<file path="src/rtl/ee_al_pkg.sv">
package ee_al_pkg;

  typedef enum logic [3:0] {
    S_INIT, S_RD_HI, S_RD_LO, S_WR, S_RB, S_CMP,
    S_FIN, S_P_CK, S_P_STAT, S_P_BIT, S_P_FA, S_DONE
  } seq_e;

  localparam int unsigned ADDR_STAT  = 'h02;
  localparam int unsigned ADDR_BIT   = 'h14;
  localparam int unsigned ADDR_FAIL  = 'h1F;
  localparam int unsigned ADDR_CK    = 'h20;
  localparam int unsigned N_EXCL     = 4;
  localparam int unsigned EXCL_ADDR [N_EXCL] = '{'h02, 'h06, 'h08, 'h14};

endpackage

</file>
<file path="src/rtl/ee_al_tally.sv">
module ee_al_tally
  import ee_al_pkg::*;
#(
  parameter int unsigned AW = 15
) (
  input  logic          clk,
  input  logic          rst_n,
  input  logic          add_en,
  input  logic [AW-1:0] addr,
  input  logic [15:0]   word,
  output logic          zero_o
);

  logic [15:0] sum_q, sum_d;
  logic        is_excl;

  always_comb begin
    is_excl = 1'b0;
    for (int k = 0; k < N_EXCL; k++) begin
      if (addr == AW'(EXCL_ADDR[k])) is_excl = 1'b1;
    end
  end

  always_comb begin
    sum_d = sum_q;
    if (add_en && !is_excl) sum_d = sum_q + word;
  end

  always_ff @(posedge clk or negedge rst_n) begin
    if (!rst_n) sum_q <= '0;
    else        sum_q <= sum_d;
  end

  assign zero_o = (sum_q == 16'h0000);

  AST_EXCL_SKIPPED: assert property (@(posedge clk) disable iff (!rst_n)
    (add_en && is_excl) |=> (sum_q == $past(sum_q)));

endmodule

</file>
<file path="src/rtl/ee_al_rbchk.sv">
module ee_al_rbchk #(
  parameter int unsigned AW = 15
) (
  input  logic          clk,
  input  logic          rst_n,
  input  logic          cmp_en,
  input  logic [AW-1:0] addr,
  input  logic [15:0]   expect_val,
  input  logic [15:0]   got_val,
  output logic          fail_o,
  output logic [AW-1:0] fail_addr_o
);

  logic          fail_q;
  logic [AW-1:0] fail_addr_q;
  logic          mismatch;
  logic          log_en;

  assign mismatch = cmp_en && (expect_val != got_val);
  assign log_en   = mismatch && !fail_q;

  always_ff @(posedge clk or negedge rst_n) begin
    if (!rst_n) begin
      fail_q      <= 1'b0;
      fail_addr_q <= '0;
    end else begin
      if (mismatch) fail_q <= 1'b1;
      if (log_en)   fail_addr_q <= addr;
    end
  end

  assign fail_o      = fail_q;
  assign fail_addr_o = fail_addr_q;

  AST_FIRST_KEPT: assert property (@(posedge clk) disable iff (!rst_n)
    fail_q |=> $stable(fail_addr_q));

  AST_FAIL_STICKY: assert property (@(posedge clk) disable iff (!rst_n)
    fail_q |=> fail_q);

endmodule

</file>
<file path="src/rtl/ee_autoload.sv">
module ee_autoload
  import ee_al_pkg::*;
#(
  parameter int unsigned WORD_AW  = 15,
  parameter int unsigned SMALL_AW = 10
) (
  input  logic               clk,
  input  logic               rst_n,
  input  logic               ee1k_i,
  input  logic               lock_i,
  input  logic [5:0]         pin_rta_i,
  output logic               mem_req_o,
  output logic [WORD_AW:0]   mem_addr_o,
  input  logic               mem_ack_i,
  input  logic [7:0]         mem_data_i,
  output logic               wr_en_o,
  output logic               rd_en_o,
  output logic [WORD_AW-1:0] w_addr_o,
  output logic [15:0]        w_data_o,
  input  logic [15:0]        rd_data_i,
  output logic               ready_o,
  output logic               irq_o,
  output logic               cksum_fail_o,
  output logic               rb_fail_o
);

  localparam logic [WORD_AW-1:0] FULL_LAST  = '1;
  localparam logic [WORD_AW-1:0] SMALL_LAST = WORD_AW'((64'd1 << SMALL_AW) - 64'd1);
  localparam logic [WORD_AW-1:0] A_STAT = WORD_AW'(ADDR_STAT);
  localparam logic [WORD_AW-1:0] A_BIT  = WORD_AW'(ADDR_BIT);
  localparam logic [WORD_AW-1:0] A_FAIL = WORD_AW'(ADDR_FAIL);
  localparam logic [WORD_AW-1:0] A_CK   = WORD_AW'(ADDR_CK);

  // reset: asynchronous assert, synchronous release
  logic rst_m, rst_s;
  always_ff @(posedge clk or negedge rst_n) begin
    if (!rst_n) begin
      rst_m <= 1'b0;
      rst_s <= 1'b0;
    end else begin
      rst_m <= 1'b1;
      rst_s <= rst_m;
    end
  end

  seq_e               state_q, state_d;
  logic [WORD_AW-1:0] idx_q;
  logic [7:0]         hi_q;
  logic [15:0]        word_q, ck_q, stat_q, bit_q;
  logic [5:0]         pins_q;
  logic               lock_q, small_q, ready_q, irq_q, ckf_q;
  logic               tally_zero, rbf;
  logic [WORD_AW-1:0] fail_addr;
  logic               is_last;
  logic [15:0]        wr_val;
  logic               latch_en, hi_en, word_en, idx_en, fin_en, cap_en;

  // value committed to the word port for the current index
  always_comb begin
    wr_val = word_q;
    if (idx_q == A_CK)                wr_val = 16'h0000;
    else if (idx_q == A_STAT && lock_q) wr_val = {pins_q, word_q[9:0]};
  end

  assign is_last = small_q ? (idx_q == SMALL_LAST) : (idx_q == FULL_LAST);

  // next state
  always_comb begin
    state_d = state_q;
    unique case (state_q)
      S_INIT:   state_d = S_RD_HI;
      S_RD_HI:  if (mem_ack_i) state_d = S_RD_LO;
      S_RD_LO:  if (mem_ack_i) state_d = S_WR;
      S_WR:     state_d = S_RB;
      S_RB:     state_d = S_CMP;
      S_CMP:    state_d = is_last ? S_FIN : S_RD_HI;
      S_FIN:    state_d = S_P_CK;
      S_P_CK:   state_d = irq_q ? S_P_STAT : S_DONE;
      S_P_STAT: state_d = S_P_BIT;
      S_P_BIT:  state_d = rbf ? S_P_FA : S_DONE;
      S_P_FA:   state_d = S_DONE;
      default:  state_d = S_DONE;
    endcase
  end

  assign latch_en = (state_q == S_INIT);
  assign hi_en    = (state_q == S_RD_HI) && mem_ack_i;
  assign word_en  = (state_q == S_RD_LO) && mem_ack_i;
  assign idx_en   = (state_q == S_CMP) && !is_last;
  assign fin_en   = (state_q == S_FIN);
  assign cap_en   = (state_q == S_WR);

  always_ff @(posedge clk or negedge rst_s) begin
    if (!rst_s) begin
      state_q <= S_INIT;
      idx_q   <= '0;
      hi_q    <= '0;
      word_q  <= '0;
      ck_q    <= '0;
      stat_q  <= '0;
      bit_q   <= '0;
      pins_q  <= '0;
      lock_q  <= 1'b0;
      small_q <= 1'b0;
      ready_q <= 1'b0;
      irq_q   <= 1'b0;
      ckf_q   <= 1'b0;
    end else begin
      state_q <= state_d;
      if (latch_en) begin
        pins_q  <= pin_rta_i;
        lock_q  <= lock_i;
        small_q <= ee1k_i;
        idx_q   <= '0;
      end else if (idx_en) begin
        idx_q <= idx_q + 1'b1;
      end
      if (hi_en)   hi_q   <= mem_data_i;
      if (word_en) word_q <= {hi_q, mem_data_i};
      if (cap_en && idx_q == A_CK)   ck_q   <= word_q;
      if (cap_en && idx_q == A_STAT) stat_q <= wr_val;
      if (cap_en && idx_q == A_BIT)  bit_q  <= word_q;
      if (fin_en) begin
        ready_q <= 1'b1;
        irq_q   <= !tally_zero || rbf;
        ckf_q   <= !tally_zero;
      end
    end
  end

  ee_al_tally #(.AW(WORD_AW)) u_tally (
    .clk    (clk),
    .rst_n  (rst_s),
    .add_en (cap_en),
    .addr   (idx_q),
    .word   (word_q),
    .zero_o (tally_zero)
  );

  ee_al_rbchk #(.AW(WORD_AW)) u_rbchk (
    .clk         (clk),
    .rst_n       (rst_s),
    .cmp_en      (state_q == S_CMP),
    .addr        (idx_q),
    .expect_val  (wr_val),
    .got_val     (rd_data_i),
    .fail_o      (rbf),
    .fail_addr_o (fail_addr)
  );

  // port drive
  always_comb begin
    mem_req_o  = (state_q == S_RD_HI) || (state_q == S_RD_LO);
    mem_addr_o = {idx_q, state_q == S_RD_LO};
    wr_en_o    = 1'b0;
    rd_en_o    = (state_q == S_RB);
    w_addr_o   = idx_q;
    w_data_o   = wr_val;
    unique case (state_q)
      S_WR:     wr_en_o = 1'b1;
      S_P_CK:   begin wr_en_o = 1'b1; w_addr_o = A_CK;   w_data_o = ck_q; end
      S_P_STAT: begin wr_en_o = 1'b1; w_addr_o = A_STAT; w_data_o = stat_q | {14'b0, ckf_q, rbf}; end
      S_P_BIT:  begin wr_en_o = 1'b1; w_addr_o = A_BIT;  w_data_o = bit_q | 16'h8000; end
      S_P_FA:   begin wr_en_o = 1'b1; w_addr_o = A_FAIL; w_data_o = 16'(fail_addr); end
      default:  ;
    endcase
  end

  assign ready_o      = ready_q;
  assign irq_o        = irq_q;
  assign cksum_fail_o = ckf_q;
  assign rb_fail_o    = ready_q && rbf;

  AST_READY_HOLD: assert property (@(posedge clk) disable iff (!rst_s)
    ready_o |=> ready_o);

  AST_IRQ_CAUSE: assert property (@(posedge clk) disable iff (!rst_s)
    irq_o |-> (ready_o && (cksum_fail_o || rb_fail_o)));

  AST_RB_FOLLOWS_WR: assert property (@(posedge clk) disable iff (!rst_s)
    rd_en_o |-> ($past(wr_en_o) && ($past(w_addr_o) == w_addr_o)));

  AST_SHORT_RANGE: assert property (@(posedge clk) disable iff (!rst_s)
    (wr_en_o && !ready_o && small_q) |-> (w_addr_o <= SMALL_LAST));

  AST_CK_SLOT_ZERO: assert property (@(posedge clk) disable iff (!rst_s)
    (wr_en_o && !ready_o && w_addr_o == A_CK) |-> (w_data_o == 16'h0000));

  AST_NO_REQ_AFTER_READY: assert property (@(posedge clk) disable iff (!rst_s)
    ready_o |-> !mem_req_o);

endmodule

</file>
<file path="config.mk">
export PLATFORM = sky130hd
export DESIGN_NAME = ee_autoload
export DESIGN_NICKNAME = d
export VERILOG_FILES = /design/src/rtl/ee_al_pkg.sv /design/src/rtl/ee_al_tally.sv /design/src/rtl/ee_al_rbchk.sv /design/src/rtl/ee_autoload.sv
export SDC_FILE = /design/constraint.sdc
export NUM_CORES = 1
export LEC_CHECK = 0
export ABC_AREA = 1
export CELL_PAD_IN_SITES_DETAIL_PLACEMENT = 1
export CELL_PAD_IN_SITES_GLOBAL_PLACEMENT = 1
export CORE_ASPECT_RATIO = 0.8
export CORE_MARGIN = 2
export CORE_UTILIZATION = 42
export CTS_CLUSTER_DIAMETER = 50
export DETAILED_ROUTE_END_ITERATION = 7
export PLACE_DENSITY = 0.89
export REMOVE_ABC_BUFFERS = 1
export SLEW_MARGIN = 20
export SYNTH_ARGS = -nofsm -noshare
export SYNTH_HDL_FRONTEND = slang
export SYNTH_SLANG_ARGS = --single-unit
</file>
<file path="constraint.sdc">
create_clock -name clk -period 5.5 [get_ports clk]
set_input_delay 1.1 -clock clk [delete_from_list [all_inputs] [get_ports clk]]
set_output_delay 1.1 -clock clk [all_outputs]
set_load 0.02 [all_outputs]
</file>
### Word-level counts from Yosys, hierarchy flattened

Cells that the tools add are included.

| word-level totals | value |
|---|---|
| output and inout bits | 54 |
| input bits | 35 |
| register bits | 135 |

| cells by class | value |
|---|---|
| equal/unequal tests | 20 |
| add/subtract/negate cells | 2 |
| bitwise gates (word level) | 1 |
| multiplexer cells | 18 |
| reductions and logical operators | 22 |

Operators with widths:

| cell | count |
|---|---|
| $pmux 16 s4 | 1 |
| $pmux 15 s4 | 1 |
| $pmux 4 s10 | 1 |
| $mux 16 | 2 |
| $mux 15 | 2 |
| $add 16x16->16 | 1 |
| $eq 4x3->1 const B | 4 |
| $logic_not 16->1 | 1 |
| $ne 16x16->1 | 1 |
| $or 16x2->16 | 1 |
| $add 15x1->15 const B | 1 |
| $eq 15x10->1 const B | 1 |
| $eq 15x15->1 const B | 1 |
| $eq 15x2->1 const B | 1 |
| $eq 15x3->1 const B | 1 |
| $eq 15x4->1 const B | 1 |
| $eq 15x5->1 const B | 1 |
| $eq 15x6->1 const B | 1 |
| $eq 4x4->1 const B | 3 |
| $logic_and 1x1->1 | 11 |
| $eq 4x2->1 const B | 2 |
| $mux 4 | 2 |
| $mux 1 | 7 |
| $reduce_or 5->1 | 1 |
| other kinds (10) | 14 |

### Longest topological paths before layout

Gate-level depths: netlist (run 1).

| logic depth | value |
|---|---|
| depth after elaboration | 7 |
| mapped depth | 18 |
| depth with buffers taken out | 17 |

### Hierarchy

Synthesis (run 1) repeated with hierarchy kept, for this count alone.

| second synthesis, totals | value |
|---|---|
| cell total of the unflattened synthesis | 1170 |
| area total of the unflattened synthesis | 8252.9 um2 |

Modules (own cells, without submodules):

| module | times used | cells each | area an instance (um2) |
|---|---|---|---|
| ee_autoload | 1 | 750 | 5589.1 |
| ee_al_tally | 1 | 260 | 1656.6 |
| ee_al_rbchk | 1 | 160 | 1007.2 |

### Worst setup path before layout (run 1)

OpenSTA, ideal clock, no wires.

| timing path | value |
|---|---|
| path type | reg-to-output |
| start point | register idx_q[0] |
| end point | output port w_data_o[11] |
| path slack | 2.391 ns |
| data required time | 4.400 ns |
| cell stages (with the launch flop) | 11 |
| path buffers | 3 |
| arrival time | 2.009 ns |
| cells stage by stage | dfrtp_1 > inv_1 > ha_1 > nand3_1 > nor2_1 > nand2_4 > buf_6 > buf_2 > buf_1 > nand3_1 > nand3_1 |

| between the ends | value |
|---|---|
| cells in the longest elaborated chain, start to end | 5 |
| elaborated cells between the ends (all ways) | 6 |

Ends and longest elaborated chain:

| element | RTL line | text |
|---|---|---|
| start: declaration | ee_autoload.sv:47 | `logic [WORD_AW-1:0] idx_q;` |
| start signal: assignment | ee_autoload.sv:116 | `idx_q <= idx_q + 1'b1;` |
| $eq 15x2->1 | ee_autoload.sv:62 | `else if (idx_q == A_STAT && lock_q) wr_val = {pins_q, word_q[9:0]};` |
| $logic_and 1x1->1 | ee_autoload.sv:62 |  |
| $mux 16 | ee_autoload.sv:62 |  |
| $mux 16 (*) | ee_autoload.sv:61 | `if (idx_q == A_CK) wr_val = 16'h0000;` |
| $pmux 16 s4 (*) | ee_autoload.sv:159 | `unique case (state_q)` |
| end: declaration | ee_autoload.sv:19 | `output logic [15:0] w_data_o,` |

Mark *: on every way between the ends. The rest lies on a longest branch, timed or not.

### Final worst setup path (run 1)

| timing path | value |
|---|---|
| start point | register state_q[0] |
| end point | output port w_data_o[11] |

| between the ends | value |
|---|---|
| cells in the longest elaborated chain, start to end | 2 |
| elaborated cells between the ends (all ways) | 5 |

Ends and longest elaborated chain:

| element | RTL line | text |
|---|---|---|
| start: declaration | ee_autoload.sv:46 | `seq_e state_q, state_d;` |
| start signal: assignment | ee_autoload.sv:109 | `state_q <= state_d;` |
| $eq 4x4->1 / $eq 4x3->1 (equally long branches) | ee_autoload.sv:159 |  |
| $pmux 16 s4 (*) | ee_autoload.sv:159 |  |

Marks and branches as above.

==> results by stage, run 1 <==
Power and ir drop:
- For this design the ratio of total power to cell area is 260 nW/um2.
- Across the VDD grid, the largest voltage drop is 0.211 mV.
- The static power due to leakage is 4.43 nW.

Critical path:
- The flop-to-flop setup slack is 2.18 ns.
- The largest fanout of any net on the critical path is 17.
- The start point of the critical path is state_q[0].
- The number of cells on the worst reg-to-reg path is 16.
- The critical path arrival is 3.90 ns.
- In this run the critical register-to-register path is launched from idx_q[0].
- The required arrival time at the worst endpoint is 4.40 ns.
- The classification of the worst setup path is flip-flop to output pin.
- The element type at the critical path start is a flip-flop.
- The type of destination of the critical path is an output pin.
- The worst register-to-register path ends at u_rbchk.fail_addr_o[2].

STA:
- The least setup slack across all paths after layout is 0.504 ns.
- For this run, the top clock speed supported by timing is 200 MHz.
- The minimum period implied by the final worst setup slack is 5.00 ns.
- The final count of pins violating max slew is 0.
- Final hold analysis gives a worst-case slack of 0.294 ns.
- Adding up every negative setup slack in the final design gives 0 ns.
- The final-report setup violation count is 0.
- The total count of hold-check failures in the final report was 0.
- In this run the tightest slew margin relative to its limit is 32.9%.
- The post-route clock period utilization is 90.8%.
- The transition time at the pin with the least slew margin is 1.01 ns.
- Setup repair after global routing left no endpoint under its margin.
- The worst clock skew is 0.00886 ns.

GRT:
- The global route total overflow is 0.
- The largest net degree at the start of global routing is 65.
- The first global-routing pass estimated 40700 um of wire.
- The number of antenna violations at the first check in global routing is 0.
- The via count of the first global-routing pass was 7506.
- The global router's overall resource usage is 28.2%.

Yosys:
- The area fraction in compound gates after synthesis is 13.4%.
- Synthesis instantiated 50 different standard cells from the library.
- Of the total synthesized cell area, the portion taken by XOR and XNOR cells is 1.31%.
- The multiplexer fraction of the synthesized cell area is 0.919%.
- The main flop type after synthesis is sky130_fd_sc_hd__dfrtp_1.
- The synthesized netlist devotes 3.34% of its cell area to adder and majority cells.
- The yosys synthesis warning count is 0.
- The synthesized area per cell is 7.92 um2.
- After synthesis the netlist holds a flip-flop and latch count of 135.
- The area of the mapped netlist is 7350 um2.
- Counting every instance in the synthesized netlist gives 929.
- Of the total synthesized cell area, the portion taken by AND, OR, NAND and NOR gates is 27.7%.
- In this run, synthesis inferred 0 flip-flops with an integrated enable.
- The combinational family with the most area after synthesis is simple AND/OR/NAND/NOR gates.
- The fraction of registers with async set/reset is 100%.
- Summing the sequential cell areas from Yosys gives 45.9% of the chip area.

Die:
- The floorplan step defined a core boundary enclosing 17200 um2.
- The number of top-level pins is 89.
- The total die area is 18600 um2.
- For this configuration, the core starts out at a cell density of 42.7%.
- From left edge to right edge, the die measures 152 um.
- The die is 122 um tall.
- The floorplan has 43 rows.

Drt:
- The final layout contains routed wiring with a total length of 25600 um.
- The routed length per instance is 20.5 um.
- In the routed design, unresolved DRC markers number 0.
- Once detail routing completed, the nets flagged for antenna violations numbered 0.
- The number of design-rule violations left by the first detailed-router iteration is 517.
- The routed layout has 7157 vias.
- The length of the first detailed-routing pass in iterations is 5.
- In the routed layout, each cell is associated on average with a via count of 5.73.

Placement:
- The placement-stage cell area is 8420 um2.
- The number of cells in the design after placement is 1218.
- The weighted congestion reported at the end of routability-driven placement is 0.927.
- The HPWL after detailed placement is 17400 um.
- The total of buffers placed on input and output ports is 88.
- The setup slack after placement is 1.00 ns.

Layout:
- The area growth from synthesis to layout is 22.8%.
- The repair_antennas step left the layout with diodes totalling 0.
- The final layout contains 1066 nets.
- The fraction of layout instances using a drive strength above 1 is 8.00%.
- For this run, the number of standard cells in the final layout without fillers is 1250.
- After routing the design area is 9030 um2.
- The fill cell total of the finished layout is 2097.

Clock network:
- TritonCTS built the clock tree.
- The tree is rooted in a sky130_fd_sc_hd__clkbuf_16.
- The TritonCTS buffer count is 17.
- The deepest clock path buffer count is 2.
- The number of hold buffers added after CTS was 0.
- The buffers inserted during post-CTS setup optimization is 0.
- The clock reaches the later pin of the worst-skew pair after 0.45 ns.
- CTS saw 135 sinks.
- CTS built an H-tree with a depth of 4.
- The clock-pin transition on the worst setup and hold timing paths is 0.06 ns.
- Post-CTS repair changed the size of 0 cells.

Hold path:
- The min-delay analysis places its worst path in the category flip-flop to asynchronous set/reset pin.

Outcome:
- The run finished with clean final reports.

Flow run:
- The max-cap violation count is 0.
[cells by family (layout without fill, tap and decap cells)]
group	Yosys count	count (layout)
AO/OA/AOI/OAI	173	173
XOR/XNOR	11	11
multiplexers	6	6
adder cells (fa/ha/maj)	19	19
flip-flops	135	135
AND/OR/NAND/NOR	450	450
buffers and inverters	134	230
other	1	1
[how the worst max path moves through the flow]
stage,endpoint,depth (start not counted)
after floorplan,bit_q[0],0
after global placement,w_data_o[15],10
after detailed placement,w_data_o[10],10
after CTS,w_data_o[10],10
after global routing,w_data_o[10],10
final,w_data_o[11],10
[power breakdown]
part	switching, mW	internal, mW
sequential	0.0190	1.00
combinational	0.0726	0.0569
clock	0.485	0.713
[cell usage after synthesis (2+ instances only)]
library cell | count | area share (%)
sky130_fd_sc_hd__a21boi_0 | 2 | 0.20
sky130_fd_sc_hd__a21oi_1 | 34 | 2.3
sky130_fd_sc_hd__a221oi_1 | 16 | 1.9
sky130_fd_sc_hd__a22o_1 | 2 | 0.24
sky130_fd_sc_hd__buf_2 | 3 | 0.20
sky130_fd_sc_hd__buf_6 | 2 | 0.31
sky130_fd_sc_hd__clkbuf_1 | 24 | 1.2
sky130_fd_sc_hd__clkinv_1 | 3 | 0.15
sky130_fd_sc_hd__dfrtp_1 | 135 | 46
sky130_fd_sc_hd__ha_1 | 18 | 3.1
sky130_fd_sc_hd__inv_1 | 96 | 4.9
sky130_fd_sc_hd__inv_2 | 4 | 0.20
sky130_fd_sc_hd__mux2_2 | 6 | 0.92
sky130_fd_sc_hd__nand2_1 | 242 | 12
sky130_fd_sc_hd__nand2_2 | 13 | 1.1
sky130_fd_sc_hd__nand2_4 | 2 | 0.31
sky130_fd_sc_hd__nand3_1 | 47 | 3.2
sky130_fd_sc_hd__nand3_4 | 2 | 0.48
sky130_fd_sc_hd__nand3b_1 | 7 | 0.71
sky130_fd_sc_hd__nand3b_2 | 2 | 0.31
sky130_fd_sc_hd__nand4_1 | 29 | 2.5
sky130_fd_sc_hd__nor2_1 | 78 | 4.0
sky130_fd_sc_hd__nor2_2 | 4 | 0.34
sky130_fd_sc_hd__nor2_4 | 3 | 0.46
sky130_fd_sc_hd__nor3_1 | 4 | 0.27
sky130_fd_sc_hd__nor3b_1 | 2 | 0.20
sky130_fd_sc_hd__nor4_1 | 9 | 0.77
sky130_fd_sc_hd__o2111ai_1 | 2 | 0.24
sky130_fd_sc_hd__o211ai_1 | 3 | 0.31
sky130_fd_sc_hd__o21a_1 | 3 | 0.31
sky130_fd_sc_hd__o21ai_0 | 99 | 6.7
sky130_fd_sc_hd__o21bai_1 | 2 | 0.20
sky130_fd_sc_hd__o22ai_1 | 2 | 0.17
sky130_fd_sc_hd__o31ai_1 | 2 | 0.20
sky130_fd_sc_hd__or2_1 | 2 | 0.17
sky130_fd_sc_hd__or2_2 | 2 | 0.17
sky130_fd_sc_hd__xnor2_1 | 3 | 0.36
sky130_fd_sc_hd__xor2_1 | 8 | 0.95
[per-stage QoR]
| stage | util [%] | total power [mW] |
|---|---|---|
| finish | 52.5 | 2.35 |
| CTS | 52.4 | 2.36 |
| detailed placement | 48.9 | 1.16 |
| global placement | 48.9 | 1.16 |
| global route | 52.5 | 2.41 |
| floorplan | - | 1.10 |
[cell type report]
cell class	count	area, um2	area share [%]
inverter	103	387	4.28
tap	225	282	3.12
clock inverter	15	178	1.97
clock buffer	17	425	4.71
timing repair buffer	95	933	10.3
multi-input combinational	660	3440	38.1
sequential	135	3380	37.4
[layer usage]
metal  part of all wire [%]  global-route usage, %  vias up
met5                      0                      0        -
met3                    6.6                   6.46       55
met4                    2.5                   10.4        0
met2                     45                   43.7      250
li1                       -                      -     3252
met1                     46                   38.9     3600
[registers in the layout, summed over array words and instances (netlist names)]
name                 cells
state_q                  4
u_tally.sum_q           16
hi_q                     8
idx_q                   15
rst_s                    1
small_q                  1
rst_m                    1
cksum_fail_o             1
pins_q                   6
word_q                  16
u_rbchk.fail_o           1
ready_o                  1
bit_q                   15
stat_q                  16
lock_q                   1
ck_q                    16
u_rbchk.fail_addr_o     15
irq_o                    1
[cells in the final DEF, fill, tap and decap left out, drive strengths merged, types with 18 or more instances in the layout]
cell type and instances:
nor2 86, nand3 49, nand4 29, o21ai 100, dfrtp 135, inv 103, a21oi 34, clkdlybuf4s50 88
ha 18, nand2 257
[critical path, stage by stage, from the launching register on]
cell and delay [ns]:
sky130_fd_sc_hd__dfrtp_1 0.47, sky130_fd_sc_hd__inv_2 0.04, sky130_fd_sc_hd__nor2_1 0.10, sky130_fd_sc_hd__inv_1 0.13, sky130_fd_sc_hd__nor2_1 0.43, sky130_fd_sc_hd__nor2_1 0.13
sky130_fd_sc_hd__nand2_1 0.44, sky130_fd_sc_hd__clkinv_1 0.72, sky130_fd_sc_hd__nand3_1 0.31, sky130_fd_sc_hd__nand3_1 0.11, sky130_fd_sc_hd__clkdlybuf4s50_1 0.56
Note: power is estimated with default switching activity, not from simulation.
==> inputs of run 2 (changes only) <==
--- a/config.mk
+++ b/config.mk
@@ -12,9 +12,11 @@
 export CORE_MARGIN = 2
 export CORE_UTILIZATION = 42
 export CTS_CLUSTER_DIAMETER = 50
+export CTS_CLUSTER_SIZE = 12
 export DETAILED_ROUTE_END_ITERATION = 7
 export PLACE_DENSITY = 0.89
 export REMOVE_ABC_BUFFERS = 1
+export SKIP_CTS_REPAIR_TIMING = 1
 export SLEW_MARGIN = 20
 export SYNTH_ARGS = -nofsm -noshare
 export SYNTH_HDL_FRONTEND = slang
==> results of run 2 <==
The final DEF is identical to that of run 1; final timing and power are the same.
==> inputs of run 3 (changes only) <==
--- a/config.mk
+++ b/config.mk
@@ -5,18 +5,16 @@
 export SDC_FILE = /design/constraint.sdc
 export NUM_CORES = 1
 export LEC_CHECK = 0
-export ABC_AREA = 1
 export CELL_PAD_IN_SITES_DETAIL_PLACEMENT = 1
 export CELL_PAD_IN_SITES_GLOBAL_PLACEMENT = 1
 export CORE_ASPECT_RATIO = 0.8
 export CORE_MARGIN = 2
-export CORE_UTILIZATION = 42
+export CORE_UTILIZATION = 44
 export CTS_CLUSTER_DIAMETER = 50
 export CTS_CLUSTER_SIZE = 12
 export DETAILED_ROUTE_END_ITERATION = 7
-export PLACE_DENSITY = 0.89
+export PLACE_DENSITY = 0.88
 export REMOVE_ABC_BUFFERS = 1
-export SKIP_CTS_REPAIR_TIMING = 1
 export SLEW_MARGIN = 20
 export SYNTH_ARGS = -nofsm -noshare
 export SYNTH_HDL_FRONTEND = slang
==> run 3 against run 2 <==
  * Cell count is 18% lower
  * Design area is 0.15% higher
  * Area after synthesis is 0.29% lower
  * Worst setup slack better by 0.21 ns
==> results by stage, run 3 <==
Outcome:
- The flow ran to the end, and the final reports show no timing, DRC or antenna violations.

Yosys:
- The number of flops mapped to enable cells by yosys is 0.
- The area of the mapped netlist is 7330 um2.
- The number of distinct standard cells referenced by the synthesized netlist is 69.
- After synthesis, the most frequently instantiated cells are 135 x sky130_fd_sc_hd__dfrtp_1, 85 x sky130_fd_sc_hd__nand2_1, 67 x sky130_fd_sc_hd__mux2_2.
- The main flop type after synthesis is sky130_fd_sc_hd__dfrtp_1.
- After synthesis the netlist holds a flip-flop and latch count of 135.
- The fraction of registers with async set/reset is 100%.
- Synthesis produced 719 cells.
- The synthesized area per cell is 10.2 um2.
- The sequential fraction of the synthesis area is 46.1%.
- The yosys synthesis warning count is 0.
- The portion of synthesized cell area occupied by the leading cell type is 46.1%.
- The cell accounting for the most synthesized area is sky130_fd_sc_hd__dfrtp_1.
- The cell with the most instances after synthesis is sky130_fd_sc_hd__dfrtp_1.
- By area the synthesized netlist is led by sky130_fd_sc_hd__dfrtp_1 46%, sky130_fd_sc_hd__mux2_2 10%, sky130_fd_sc_hd__nand2_1 4.4%.

Layout:
- In the final layout, flip-flops and latches occupy 3380 um2.
- The area growth from synthesis to layout is 23.4%.
- In the final design database the tool counted 850 nets.
- Leaving out fill and tap cells, the most frequent cell in the layout is sky130_fd_sc_hd__dfrtp_1.
- The multi-input combinational cells in the finished layout cover a total of 3750 um2.
- The end-of-flow core utilization is 55.0%.
- The repair_antennas step left the layout with diodes totalling 0.
- The finished layout cell area is 9040 um2.
- The top cell types in the final layout, fill and taps aside, are 134 x sky130_fd_sc_hd__dfrtp_1, 88 x sky130_fd_sc_hd__clkdlybuf4s50_1, 84 x sky130_fd_sc_hd__nand2_1, 67 x sky130_fd_sc_hd__mux2_2, 59 x sky130_fd_sc_hd__nor2_1.
- The filler cells instantiated in the layout total 1772.
- The filler-free cell count of the finished design is 1029.
- The fraction of layout instances using a drive strength above 1 is 16.8%.

GRT:
- The via count of the first global-routing pass is 6868.
- The largest net degree at the start of global routing is 75.
- The first global-routing pass estimated 38900 um of wire.
- The number of antenna violations at the first check in global routing came to 0.
- The global router's overall resource usage is 28.9%.
- After global routing the overflow that remains totals 0.

Die:
- The row count is 42.
- The die width is 148 um.
- For this configuration, the core starts out at a cell density of 44.6%.
- The number of top-level pins is 89.
- The die is 119 um tall.
- The total die area is 17700 um2.
- The core outline area is 16400 um2.

Hold path:
- The worst hold path terminates at rst_s.
- The cell depth of the worst hold path is 0.
- The type of the worst min-delay path is flip-flop to flip-flop.
- The hold path startpoint is rst_m.

Clock network:
- In this run the post-CTS setup repair buffer count came out at 0.
- Clock tree synthesis found a total of 135 sinks.
- The TritonCTS buffer count is 17.
- Hold repair after CTS inserted 0 buffers.
- Clock tree synthesis selected as its root buffer the cell sky130_fd_sc_hd__clkbuf_16.
- TritonCTS built the clock tree.
- The longest clock path from root to sink contains 2 buffers.
- The clock latency on the worst-skew pair is 0.44 ns.
- After clock tree synthesis, the clock-pin slew on the worst setup and hold paths is 0.06 ns.
- The H-tree depth is 4.
- The number of cells upsized or downsized after cts is 0.

Drt:
- In this run, the number of DRC markers left after iteration 0 of detailed routing was 484.
- After detailed routing, the number of remaining DRC violations is 0.
- The routed length per instance is 23.7 um.
- For this block, the via count after detailed routing is 6266.
- The aggregate routed wire length is 24400 um.
- The detailed-route vias per instance is 6.09.
- The length of the first detailed-routing pass in iterations is 5.
- The post-route antenna net violation count is 0.

STA:
- The setup total negative slack is 0 ns.
- The final count of pins violating max slew was 0.
- The total count of hold-check failures in the final report came to 0.
- Setup violations remaining at the end of the flow were counted as 0.
- The worst pin sits at a relative slew slack of 27.1%.
- Setup repair after global routing left no endpoint under its margin.
- The post-route clock period utilization is 87.0%.
- The minimum period implied by the final worst setup slack is 4.78 ns.
- The transition time at the pin with the least slew margin is 1.09 ns.
- The achievable frequency is 209 MHz.
- The worst clock skew is 0.00832 ns.

Power and ir drop:
- In this run the power density over the cells is 585 nW/um2.
- The analysis attributes to cell leakage a power of 4.00 nW.
- The largest voltage drop on the vdd net is 0.378 mV.

Placement:
- In this run, placement finished with an instance count of 997.
- The congestion estimate from routability-driven global placement came to 0.952.
- The HPWL after detailed placement is 16700 um.
- Buffers placed on the I/O ports in this run total 88.
- After detailed placement, the total cell area comes to 8410 um2.

Critical path:
- The slowest stage of the critical path is the sky130_fd_sc_hd__clkdlybuf4s50_1 cell.
- The path depth of the worst reg2reg path is 10.
- The family of cells with the greatest summed delay on the critical path is simple AND/OR/NAND/NOR gates.
- Data arrives at the worst endpoint at 3.68 ns.
- The delay of the slowest cell on the worst path is 0.68 ns.
- The largest fanout of any net on the critical path is 7.
- The reg-to-reg endpoint is u_rbchk.fail_addr_o[14].
- The worst flop-to-flop path startpoint is idx_q[1].
- The flop-to-flop setup slack is 1.55 ns.
- The critical path contains buffers and inverters numbering 2 combined.
- The worst setup path is launched from a flip-flop.
- The worst setup path is of the flip-flop to output pin kind.
- The type of destination of the critical path is an output pin.
- For the worst setup path, the data required time is 4.40 ns.
- The critical path goes through inv_1 -> ha_1 -> nor4b_2 -> nand4_2 -> mux2i_1 -> or2_2 -> o21ai_0 -> clkdlybuf4s50_1.

Flow run:
- Max-cap violations in this run came to 0.
## run 3: cell count changes after synthesis, moves of 13 or more
cell,delta
sky130_fd_sc_hd__xnor2_1,+13
sky130_fd_sc_hd__nor2_1,-19
sky130_fd_sc_hd__nand2_1,-157
sky130_fd_sc_hd__o21ai_0,-59
sky130_fd_sc_hd__a31oi_1,+15
sky130_fd_sc_hd__mux2_2,+61
sky130_fd_sc_hd__nand3_1,-42
sky130_fd_sc_hd__a221oi_1,-15
sky130_fd_sc_hd__nand4_1,-22
sky130_fd_sc_hd__a222oi_1,+15
sky130_fd_sc_hd__nand2_2,-13
sky130_fd_sc_hd__inv_1,-79
## run 3: worst register-to-register path, delay by kind of cell (launching register included)
kind | cells | cell delay, ns
multiplexers | 1 | 0.39
XOR/XNOR | 1 | 0.11
buffers and inverters | 1 | 0.13
flip-flops | 1 | 0.47
AND/OR/NAND/NOR | 4 | 1.78
adder cells (fa/ha/maj) | 1 | 0.21
AO/OA/AOI/OAI | 2 | 0.75
## run 3: routing by layer
layer	GRT usage [%]	vias up	routed length, um
li1	-	2760	-
met1	37.1	3252	10700
met4	12.1	0	592
met5	0	-	0
met2	48.2	208	12100
met3	5.33	46	1100
## run 3: worst max-delay path by stage
stage	slack, ns	from	depth (start not counted)	endpoint
2_1_floorplan	1.46	rst_s	0	bit_q[0]
3_3_place_gp	1.55	idx_q[0]	8	w_data_o[15]
3_5_place_dp	1.47	idx_q[0]	8	w_data_o[15]
4_1_cts	0.83	idx_q[0]	8	w_data_o[15]
5_1_grt	0.62	idx_q[0]	8	w_data_o[15]
6_report	0.72	idx_q[0]	8	w_data_o[15]
## run 3: report_power, final
| part | switching, mW | leakage, nW | internal (mW) |
|---|---|---|---|
| Sequential | 0.402 | 1.77 | 1.27 |
| Combinational | 1.36 | 1.93 | 1.01 |
| Clock | 0.466 | 0.298 | 0.780 |
| Total | 2.23 | 4.00 | 3.06 |
## run 3: final cells by class
| type | count | share of cell area [%] |
|---|---|---|
| Clock buffer | 20 | 5.05 |
| Inverter | 17 | 0.705 |
| Timing Repair Buffer | 96 | 10.4 |
| Sequential cell | 135 | 37.4 |
| Multi-Input combinational cell | 529 | 41.5 |
| Clock inverter | 12 | 1.92 |
| Tap cell | 220 | 3.04 |
## run 3: cells by family (layout without fill, tap and decap cells)
family	after synthesis	after routing	synth area share, %
AOI/OAI and AO/OA	159	159	14.1
and+or+nand+nor	230	230	15.6
other	1	1	0.0511
buffers and inverters	55	145	2.99
muxes	90	90	14.2
xor gates and xnor gates	30	30	3.58
adders and majority gates	19	19	3.34
DFF	135	135	46.1
## run 3: per-stage QoR
step | setup slack [ns] | power [mW] | hold slack (ns)
after floorplan | 1.46 | 2.96 | 0.331
after CTS | 0.829 | 5.26 | 0.370
after detailed placement | 1.47 | 3.97 | 0.346
after global routing | 0.617 | 5.55 | 0.387
after global placement | 1.55 | 3.80 | 0.339
final | 0.717 | 5.29 | 0.366
